<file path="src/rtl/ide_filt_pkg.sv">
// Package: shared size codes and the width-mask helper for the IDE window filter.
// Assumes a 32-bit host and device data path with little-endian byte lanes.
package ide_filt_pkg;
    localparam int BUS_W = 32;

    typedef enum logic [1:0] {
        SZ_B1  = 2'd0,
        SZ_B2  = 2'd1,
        SZ_B4  = 2'd2,
        SZ_RSV = 2'd3
    } size_e;

    // Mask of the byte lanes that an access of the given size occupies.
    function automatic logic [BUS_W-1:0] size_mask(size_e s);
        case (s)
            SZ_B1:   size_mask = 32'h0000_00FF;
            SZ_B2:   size_mask = 32'h0000_FFFF;
            default: size_mask = 32'hFFFF_FFFF;
        endcase
    endfunction
endpackage

</file>
<file path="src/rtl/ide_win_decode.sv">
// Module: window decode. Decides from window, offset and size whether an access
// is forwarded, and forms the device address and lane mask.
// Assumes offsets are byte offsets and the control window is no larger than the data window.
module ide_win_decode
    import ide_filt_pkg::*;
#(
    parameter int DATA_WIN       = 8,
    parameter int CTRL_WIN       = 4,
    parameter int CTRL_REG_OFF   = 2,
    parameter int CTRL_ADDR_BIAS = 2
) (
    input  logic                      is_ctrl,
    input  logic [$clog2(DATA_WIN)-1:0] off,
    input  size_e                     size,
    output logic                      fwd,
    output logic [$clog2(DATA_WIN):0] dev_addr,
    output logic [BUS_W-1:0]          mask
);
    localparam int OFF_W = $clog2(DATA_WIN);
    localparam logic [OFF_W:0]   CTRL_LIMIT = (OFF_W+1)'(CTRL_WIN);
    localparam logic [OFF_W-1:0] CTRL_OFF   = OFF_W'(CTRL_REG_OFF);
    localparam logic [OFF_W-1:0] CTRL_DEV   = OFF_W'(CTRL_REG_OFF + CTRL_ADDR_BIAS);

    logic in_ctrl, ctrl_hit, data_hit;

    // Decide forwarding per window and build the device-side address.
    always_comb begin
        in_ctrl  = ({1'b0, off} < CTRL_LIMIT);
        ctrl_hit = in_ctrl && (off == CTRL_OFF) && (size == SZ_B1);
        data_hit = (size == SZ_B1) ||
                   ((off == '0) && ((size == SZ_B2) || (size == SZ_B4)));
        fwd      = is_ctrl ? ctrl_hit : data_hit;
        dev_addr = is_ctrl ? {1'b1, CTRL_DEV} : {1'b0, off};
        mask     = size_mask(size);
    end
endmodule

</file>
<file path="src/rtl/ide_rsp_stage.sv">
// Module: response stage. Registers the read result one cycle after acceptance
// and generates the host ready after reset.
// Assumes device read data is valid in the same cycle as the strobe.
module ide_rsp_stage
    import ide_filt_pkg::*;
(
    input  logic             clk,
    input  logic             rst_n,
    input  logic             accept_rd,
    input  logic             fwd,
    input  logic [BUS_W-1:0] mask,
    input  logic [BUS_W-1:0] dev_rdata,
    output logic             ready,
    output logic             rsp_valid,
    output logic [BUS_W-1:0] rsp_rdata
);
    // Raise ready one cycle after reset release.
    always_ff @(posedge clk) begin
        if (!rst_n) ready <= 1'b0;
        else        ready <= 1'b1;
    end

    // Capture the masked device data or the all-ones local value.
    always_ff @(posedge clk) begin
        if (!rst_n) begin
            rsp_valid <= 1'b0;
            rsp_rdata <= '0;
        end else begin
            rsp_valid <= accept_rd;
            if (accept_rd) rsp_rdata <= fwd ? (dev_rdata & mask) : mask;
        end
    end

    assert_rsp_single_R7: assert property (@(posedge clk) disable iff (!rst_n)
        rsp_valid |=> (!rsp_valid || $past(accept_rd)));
    assert_rsp_width_R6: assert property (@(posedge clk) disable iff (!rst_n)
        (accept_rd && !fwd) |=> (rsp_rdata == $past(mask)));
endmodule

</file>
<file path="src/rtl/ide_taskfile_filter.sv">
// Module: top of the IDE window access filter for one channel.
// Forwards legal accesses to the device register port and answers all others
// locally with all ones (reads) or by dropping them (writes).
// Assumes a 32-bit bus with little-endian lanes and a device that answers in the strobe cycle.
module ide_taskfile_filter
    import ide_filt_pkg::*;
#(
    parameter int DATA_WIN       = 8,
    parameter int CTRL_WIN       = 4,
    parameter int CTRL_REG_OFF   = 2,
    parameter int CTRL_ADDR_BIAS = 2,
    localparam int OFF_W         = $clog2(DATA_WIN)
) (
    input  logic             clk,
    input  logic             rst_n,
    input  logic             req_valid,
    output logic             req_ready,
    input  logic             req_ctrl,
    input  logic [OFF_W-1:0] req_off,
    input  logic [1:0]       req_size,
    input  logic             req_wr,
    input  logic [BUS_W-1:0] req_wdata,
    output logic             rsp_valid,
    output logic [BUS_W-1:0] rsp_rdata,
    output logic             dev_stb,
    output logic             dev_wr,
    output logic [OFF_W:0]   dev_addr,
    output logic [1:0]       dev_size,
    output logic [BUS_W-1:0] dev_wdata,
    input  logic [BUS_W-1:0] dev_rdata
);
    logic             fwd;
    logic [BUS_W-1:0] mask;
    logic             accept;

    ide_win_decode #(
        .DATA_WIN(DATA_WIN), .CTRL_WIN(CTRL_WIN),
        .CTRL_REG_OFF(CTRL_REG_OFF), .CTRL_ADDR_BIAS(CTRL_ADDR_BIAS)
    ) u_dec (
        .is_ctrl(req_ctrl), .off(req_off), .size(size_e'(req_size)),
        .fwd(fwd), .dev_addr(dev_addr), .mask(mask)
    );

    ide_rsp_stage u_rsp (
        .clk(clk), .rst_n(rst_n), .accept_rd(accept && !req_wr),
        .fwd(fwd), .mask(mask), .dev_rdata(dev_rdata),
        .ready(req_ready), .rsp_valid(rsp_valid), .rsp_rdata(rsp_rdata)
    );

    // Drive the device strobe and the masked write lanes for a forwarded access.
    always_comb begin
        accept    = req_valid && req_ready;
        dev_stb   = accept && fwd;
        dev_wr    = req_wr;
        dev_size  = req_size;
        dev_wdata = req_wdata & mask;
    end

    assert_ctrl_only_one_R3: assert property (@(posedge clk) disable iff (!rst_n)
        (req_valid && req_ctrl && !(req_off == OFF_W'(CTRL_REG_OFF) && req_size == 2'd0))
        |-> !dev_stb);
    assert_wide_at_zero_R5: assert property (@(posedge clk) disable iff (!rst_n)
        (dev_stb && dev_size != 2'd0) |-> (dev_addr == '0));
    assert_no_rsv_R9: assert property (@(posedge clk) disable iff (!rst_n)
        dev_stb |-> (dev_size != 2'd3));
    assert_read_latency_R7: assert property (@(posedge clk) disable iff (!rst_n)
        (req_valid && req_ready && !req_wr) |=> rsp_valid);
    assert_write_silent_R7: assert property (@(posedge clk) disable iff (!rst_n)
        (req_valid && req_ready && req_wr) |=> !rsp_valid);
endmodule

</file>
<file path="config.mk">
export PLATFORM = sky130hd
export DESIGN_NAME = ide_taskfile_filter
export DESIGN_NICKNAME = d
export VERILOG_FILES = /design/src/rtl/ide_filt_pkg.sv /design/src/rtl/ide_win_decode.sv /design/src/rtl/ide_rsp_stage.sv /design/src/rtl/ide_taskfile_filter.sv
export SDC_FILE = /design/constraint.sdc
export NUM_CORES = 1
export LEC_CHECK = 0
export ABC_AREA = 1
export BUFFER_PORTS_ARGS = -buffer_cell sky130_fd_sc_hd__buf_4
export CORE_MARGIN = 10
export CORE_UTILIZATION = 42
export DETAILED_ROUTE_END_ITERATION = 10
export HOLD_SLACK_MARGIN = 0.15
export PLACE_DENSITY = 0.81
export SLEW_MARGIN = 30
export SYNTH_ARGS = -nofsm -noshare
export SYNTH_HDL_FRONTEND = slang
export SYNTH_HIERARCHICAL = 1
export SYNTH_SLANG_ARGS = --single-unit
</file>
<file path="constraint.sdc">
create_clock -name clk -period 2.8 [get_ports clk]
set_clock_uncertainty 0.15 [all_clocks]
set_input_delay 0.56 -clock clk [delete_from_list [all_inputs] [get_ports clk]]
set_output_delay 0.56 -clock clk [all_outputs]
set_load 0.1 [all_outputs]
</file>
==> Yosys cells after proc, flatten, opt, wreduce, memory -nomap -nowiden <==
Cells that the tools add are included.
{ "totals": {"reg_bits": 34, "in_bits": 74, "output_inout_bits": 74, "word_cells": 25} }
{ "op_classes": {"n_lt_le_gt_ge": 1, "n_eq_ne": 3, "muxes": 5, "bitwise_logic": 2, "reduce_logical": 11} }
{ "op_table": {"columns": ["operator", "n"], "rows": [
  ["32-bit bitwise AND", 2],
  ["32-bit case mux with 2 select lines", 1],
  ["32-bit two-way mux", 1],
  ["1-bit logical AND", 6],
  ["4-bit two-way mux", 1],
  ["3-bit by 2-bit equality test with 1-bit output, second input constant", 1],
  ["3-bit logical NOT", 1],
  ["3-bit < comparator, second input constant", 1],
  ["2-bit by 1-bit equality test with 1-bit output, second input constant", 1],
  ["2-bit equality test, second input constant", 1],
  ["2-bit logical NOT", 1],
  ["1-bit logical OR", 2],
  ["1-bit two-way mux", 2],
  ["1-bit logical NOT", 1]
]} }

==> Longest topological paths before layout <==
Gate-level depths: netlist (run 1).
{ "depth": {"depth_word": 6, "ltp_mapped": 8, "mapped_depth_nobuf": 7} }

==> By module <==
The synthesis (run 1) kept the hierarchy.
{ "modules_own_cells": {"columns": ["mod", "instances", "cells_each", "area_per_inst_um2", "seq_area_each_um2"], "rows": [
  ["ide_rsp_stage", 1, 209, 1544.0, 680.7],
  ["ide_win_decode", 1, 51, 342.8, 0.0],
  ["ide_taskfile_filter", 1, 71, 277.8, 0.0]
]} }

==> Worst setup path before layout (run 1) <==
Ideal clock, no wire load.
{ "synth_path": {"path_type": "input to output", "from": "input port req_size[1]", "to": "output port dev_stb", "t_arrival_ns": 2.448, "required_ns": 2.090, "setup_slack_ns": -0.358, "cell_stages": 6, "path_buffers": 0, "path_cell_list": "inv_1 > ha_1 > a21oi_1 > a21oi_2 > inv_1 > nor2_1"} }
{ "synth_via": {"elab_chain_len": 6, "word_cells_on_any_way": 9, "cone_classes": "eq/ne: 2; mux: 1; reduce/logical: 6"} }
{ "synth_rtl": {"columns": ["item", "line_no", "source"], "rows": [
  ["start: declaration", "ide_taskfile_filter.sv:20", "input logic [1:0] req_size,"],
  ["2-bit by 1-bit equality test with 1-bit output / 2-bit equality test (equally long branches)", "ide_win_decode.sv:31", "((off == '0) && ((size == SZ_B2) || (size == SZ_B4)));"],
  ["1-bit logical OR", "ide_win_decode.sv:31", null],
  ["1-bit logical AND", "ide_win_decode.sv:31", null],
  ["1-bit logical OR", "ide_win_decode.sv:30", "data_hit = (size == SZ_B1) ||"],
  ["1-bit two-way mux (*)", "ide_win_decode.sv:32", "fwd = is_ctrl ? ctrl_hit : data_hit;"],
  ["via fwd", "ide_taskfile_filter.sv:32", "logic fwd;"],
  ["1-bit logical AND (*)", "ide_taskfile_filter.sv:53", "dev_stb = accept && fwd;"],
  ["end: declaration", "ide_taskfile_filter.sv:25", "output logic dev_stb,"]
]} }
Mark *: on every way through the listed nets, which the timed path passes. The rest lies on a longest branch.

==> Final worst setup path (run 1) <==
{ "layout_path": {"from": "input port req_size[0]", "to": "output port dev_wdata[18]"} }
{ "layout_via": {"elab_chain_len": 3, "word_cells_on_any_way": 4, "cone_classes": "eq/ne: 1; mux: 1; bitwise: 1; reduce/logical: 1"} }
{ "layout_rtl": {"columns": ["item", "line_no", "source"], "rows": [
  ["2-bit by 1-bit equality test with 1-bit output / 2-bit logical NOT (equally long branches)", "ide_filt_pkg.sv:15", "case (s)"],
  ["32-bit case mux with 2 select lines (*)", "ide_filt_pkg.sv:15", null],
  ["32-bit bitwise AND (*)", "ide_taskfile_filter.sv:56", "dev_wdata = req_wdata & mask;"],
  ["end: declaration", "ide_taskfile_filter.sv:29", "output logic [BUS_W-1:0] dev_wdata,"]
]} }
Mark *: on every way between the ends. The rest lies on a longest branch, timed or not.

==> results of run 1 <==
-- state kept, by name, indices dropped and copies added, names as in the netlist --
register	cells
u_rsp/rsp_valid	1
u_rsp/ready	1
u_rsp/rsp_rdata	32
-- cell usage after synthesis --
library cell	instances
a21oi_1	14
a21oi_2	20
buf_2	2
buf_4	42
buf_6	3
conb_1	1
dfxtp_1	34
ha_1	3
inv_1	72
nand2_1	101
nor2_1	6
o21ai_0	12
o21ai_1	20
or2_1	1
-- cell type report --
cell class / instances / area, um^2
Fill cell: 457 / 1810
Timing Repair Buffer: 151 / 1160
Multi-Input combinational cell: 185 / 893
Sequential cell: 34 / 681
Inverter: 72 / 330
Tap cell: 70 / 87.6
Clock buffer: 6 / 82.6
-- stage by stage --
stage,hold slack (ns),setup WS [ns],power (mW),cell area [um^2],cells
3_3_place_gp,0.343,0.327,1.32,3150,512
6_report,0.362,0.290,1.66,3230,518
2_1_floorplan,0.438,0.0724,1.16,2250,338
4_1_cts,0.363,0.278,1.68,3230,518
3_5_place_dp,0.347,0.280,1.33,3150,512
5_1_grt,0.393,0.168,1.73,3230,518
-- where the power goes --
part	leakage, nW	switching (mW)	internal (mW)	total, mW
clock	0.0431	0.162	0.189	0.351
combinational	1.50	0.594	0.195	0.789
sequential	0.279	0.0121	0.509	0.521
total	1.82	0.768	0.894	1.66
-- metal layers --
metal  vias to the layer above  track usage  routed length [um]
li1                       1171            -                   -
met2                        73        0.275                3440
met3                         6       0.0554                 474
met1                      1006        0.152                2570
met5                         -            0                   0
met4                         0       0.0386                  67
-- worst paths after layout --
kind	start	depth (start not counted)	to
setup reg to reg	u_rsp/ready$_DFF_P_	5	u_rsp/rsp_rdata[1]$_SDFFE_PN0P_
setup / recovery	req_size[0]	8	dev_wdata[18]
hold reg to reg	u_rsp/rsp_rdata[20]$_SDFFE_PN0P_	2	u_rsp/rsp_rdata[20]$_SDFFE_PN0P_
hold / removal	u_rsp/rsp_rdata[20]$_SDFFE_PN0P_	2	u_rsp/rsp_rdata[20]$_SDFFE_PN0P_
-- logic make-up (layout without fill, tap and decap cells) --
| group | Yosys count | after routing | synth area share |
|---|---|---|---|
| adder cells (fa/ha/maj) | 3 | 3 | 0.0173 |
| AO/OA/AOI/OAI | 66 | 66 | 0.187 |
| AND/OR/NAND/NOR | 108 | 108 | 0.188 |
| flip-flops | 34 | 34 | 0.314 |
| other | 1 | 8 | 0.00173 |
| buffers and inverters | 119 | 229 | 0.291 |
-- worst max-delay path, stage by stage --
cell and delay [ns]:
buf_4 0.09, inv_1 0.05, ha_1 0.23, nor2_2 0.20
buf_12 0.20, nand2_1 0.10, clkinvlp_4 0.07, buf_4 0.28
==> results.cfg, run 1 <==
[global_routing]
grt_max_degree = 66
overflow = 0
grt_usage = 0.148
grt_pass1_wl_um = 10500
antenna_found_initial = 0
grt_pass1_vias = 2272

[floorplanning]
io_pins = 148
rows = 26
die_h_um = 91.8
die_area_mm2 = 0.00843
core_area_mm2 = 0.00504
chipWidth_um = 91.8
initial_core_util = 0.429

[clock_network]
path_clk_slew_ns = 0.06
tritoncts = built
hold_buffers = 0
cts_root_buffer = clkbuf_8
h-tree-depth = 2
cts_setup_buffers = 0
clockBufferDepth = 2
cts_made_buffers = 5
cts-resized-gates = 0
clock-sinks = 34
clkLatencyLatePin_ns = 0.28

[cells_and_area]
fin_util = 0.641
final_common_cell = buf_4
area_delta_synth_final_pct = 49.4
drive_above_1_share = 0.438
fin_nets = 526
n_antenna_cell = 0
final_cell_mix = buf_4, nand2_1, inv_1

[drt]
dr.pass1.iters = 5
drc = 0
vias_per_cell = 4.36
ant_nets = 0
routedWlPerCell_um = 12.7
vias = 2256
routed_wl_um = 6550
drt_iter0_drc = 46

[timing]
timing.final.hold_violations = 0
finalCritPeriodShare = 0.897
setup_viol = 0
finalMaxSlewViolations = 0
max_freq_mhz = 398
fin_crit_ns = 2.51
rsz0062_at_grt = false
fin_setup_tns_ns = 0

[yosys]
synth.area.top_cells = dfxtp_1, nand2_1, buf_4
synth_cell_types = 14
synth.cell_area_mm2 = 0.00216
synth_area_leader_cell = dfxtp_1
ys_warn_count = 6
yosys_register_bits = 34
post_synth.cell_area_avg_um2 = 6.54
synthCells = 331
synth_top_area_frac = 0.314
synth_seq_area_share = 0.314

[setup_path]
required_ns = 2.09
critPathKind = in -> out
worstPathArrival_ns = 1.80
path_max_fanout = 30
end_kind = output port
start_kind = input port
reg2reg_slack_ns = 1.42

[placed_design]
port_buffers = 147
hpwl_um = 5200
globalplace.congestion = 0.727

[status]
outcome = completed

[pwr]
ir_drop_v = 0.000281
power_density_mw_per_mm2 = 514
p_leak_nw = 1.82

[hold_path]
hp-class = reg -> reg

[job]
maxCapViolCount = 0
Note: power is estimated with default switching activity, not from simulation.
==> run 2, diff against run 1 <==
--- a/config.mk
+++ b/config.mk
@@ -8,10 +8,11 @@
 export ABC_AREA = 1
 export BUFFER_PORTS_ARGS = -buffer_cell sky130_fd_sc_hd__buf_4
 export CORE_MARGIN = 10
-export CORE_UTILIZATION = 42
+export CORE_UTILIZATION = 43
+export CTS_BUF_LIST = sky130_fd_sc_hd__clkbuf_4 sky130_fd_sc_hd__clkbuf_8
 export DETAILED_ROUTE_END_ITERATION = 10
 export HOLD_SLACK_MARGIN = 0.15
-export PLACE_DENSITY = 0.81
+export PLACE_DENSITY = 0.83
 export SLEW_MARGIN = 30
 export SYNTH_ARGS = -nofsm -noshare
 export SYNTH_HDL_FRONTEND = slang
==> results.cfg, run 2 (synthesis gave the netlist of run 1 again) <==
[status]
outcome = completed

[cells_and_area]
seq_area_um2 = 681
area_delta_synth_final_pct = 50.6
largest_register_ffs = 32
design_area_mm2 = 0.00326
final_cell_mix = buf_4, nand2_1, inv_1
top_register = u_rsp/rsp_rdata
top_regs = u_rsp/rsp_rdata x32, u_rsp/ready x1, u_rsp/rsp_valid x1
finalNonFillerCells = 516
fillCellCount = 439
fin_util = 0.681
multiInputGateArea_um2 = 893
fin_nets = 526
drive_above_1_share = 0.439
n_antenna_cell = 0
final_common_cell = buf_4

[drt]
highest_layer = met4
vias_per_cell = 4.29
routed_wl_um = 6720
dr_wl_met2_um = 3620
vias = 2215
route.layer.met1.wl_um = 2440
routedWlPerCell_um = 13.0
drt_iter0_drc = 79
ant_nets = 0
drc = 0
dr.pass1.iters = 4
routed-wl-met3_um = 530

[floorplanning]
chipWidth_um = 91.0
die_area_mm2 = 0.00827
core_area_mm2 = 0.00479
initial_core_util = 0.452
io_pins = 148
die_h_um = 91.0
rows = 25

[clock_network]
cts_setup_buffers = 0
cts-resized-gates = 0
clockBufferDepth = 2
cts_root_buffer = clkbuf_8
clock-sinks = 34
tritoncts = built
hold_buffers = 0
clkLatencyLatePin_ns = 0.28
h-tree-depth = 2
path_clk_slew_ns = 0.07
cts_made_buffers = 5

[setup_path]
critPathLaunch = req_size[0]
path_max_fanout = 30
reg2reg_depth = 5
cp-endpoint = dev_wdata[18]
required_ns = 2.09
end_kind = output port
r2r_end = u_rsp/rsp_rdata[27]$_SDFFE_PN0P_
cpMostUsedCell = buf_4
worstPathArrival_ns = 1.84
r2r-start = u_rsp/ready$_DFF_P_
start_kind = input port
critPathKind = in -> out
reg2reg_slack_ns = 1.43
cp_slowest_cell = buf_4
max_stage_delay_ns = 0.28
cp_cell_sequence = buf_4, inv_1, ha_1, nor2_2, buf_12, nand2_1, clkinvlp_4, buf_4

[timing]
finalCritPeriodShare = 0.909
setup_viol = 0
worst_slack_ns = 0.255
timing.final.hold_violations = 0
fin_setup_tns_ns = 0
max_freq_mhz = 393
hold_ws_ns = 0.368
fin_crit_ns = 2.55
finalMaxSlewViolations = 0
rsz0062_at_grt = false

[placed_design]
dpl_cell_area_mm2 = 0.00315
globalplace.congestion = 0.763
hpwl_um = 5320
dp_slack_ns = 0.247
dp.cells = 509
port_buffers = 147

[hold_path]
hold_depth = 2
hp-class = reg -> reg

[global_routing]
grt_pass1_vias = 2205
grt_max_degree = 66
antenna_found_initial = 0
overflow = 0
grt_pass1_wl_um = 10800
grt_usage = 0.156

[pwr]
pwr-share-seq = 0.295
switchingPower_mw = 0.781
ir_drop_v = 0.000335
swShare = 0.441
totalPowerFinal_mw = 1.77
combPwrFrac = 0.446
power_frac_clock = 0.259
p_leak_nw = 1.83
internal_power_mw = 0.988
power_density_mw_per_mm2 = 543

[job]
maxCapViolCount = 0
## run 2: power groups by stage
| stage | Sequential [mW] | Clock (mW) | Combinational (mW) |
|---|---|---|---|
| 6_report | 0.521 | 0.458 | 0.790 |
| 5_1_grt | 0.525 | 0.499 | 0.828 |
| 4_1_cts | 0.521 | 0.472 | 0.796 |
| 3_5_place_dp | 0.532 | 0 | 0.795 |
| 3_3_place_gp | 0.531 | 0 | 0.786 |
| 2_1_floorplan | 0.712 | 0 | 0.449 |
## run 2: worst min path at each step
stage,from,end,slack (ns)
2_1_floorplan,rst_n,u_rsp/ready$_DFF_P_,0.44
3_3_place_gp,u_rsp/rsp_rdata[16]$_SDFFE_PN0P_,u_rsp/rsp_rdata[16]$_SDFFE_PN0P_,0.34
3_5_place_dp,u_rsp/rsp_rdata[5]$_SDFFE_PN0P_,u_rsp/rsp_rdata[5]$_SDFFE_PN0P_,0.35
4_1_cts,u_rsp/rsp_rdata[5]$_SDFFE_PN0P_,u_rsp/rsp_rdata[5]$_SDFFE_PN0P_,0.37
5_1_grt,u_rsp/rsp_rdata[14]$_SDFFE_PN0P_,u_rsp/rsp_rdata[14]$_SDFFE_PN0P_,0.40
6_report,u_rsp/rsp_rdata[8]$_SDFFE_PN0P_,u_rsp/rsp_rdata[8]$_SDFFE_PN0P_,0.37
## run 2: final cells by class
cell class | count | area share
multi-input cells | 185 | 0.274
inverters | 72 | 0.101
clock buffers | 6 | 0.0253
flip-flops and latches | 34 | 0.209
well taps | 67 | 0.0257
repair buffers | 151 | 0.355
clock inverters | 1 | 0.00921
## run 2: metal layers
| metal | GRT usage | up-vias |
|---|---|---|
| met3 | 0.0593 | 9 |
| met5 | 0 | - |
| met1 | 0.151 | 956 |
| met4 | 0.0535 | 0 |
| li1 | - | 1171 |
| met2 | 0.294 | 79 |
## run 2: worst max-delay path: cells and delay by family
kind	cells	cell delay, ns
adder cells (fa/ha/maj)	1	0.23
buffers and inverters	5	0.70
AND/OR/NAND/NOR	2	0.32
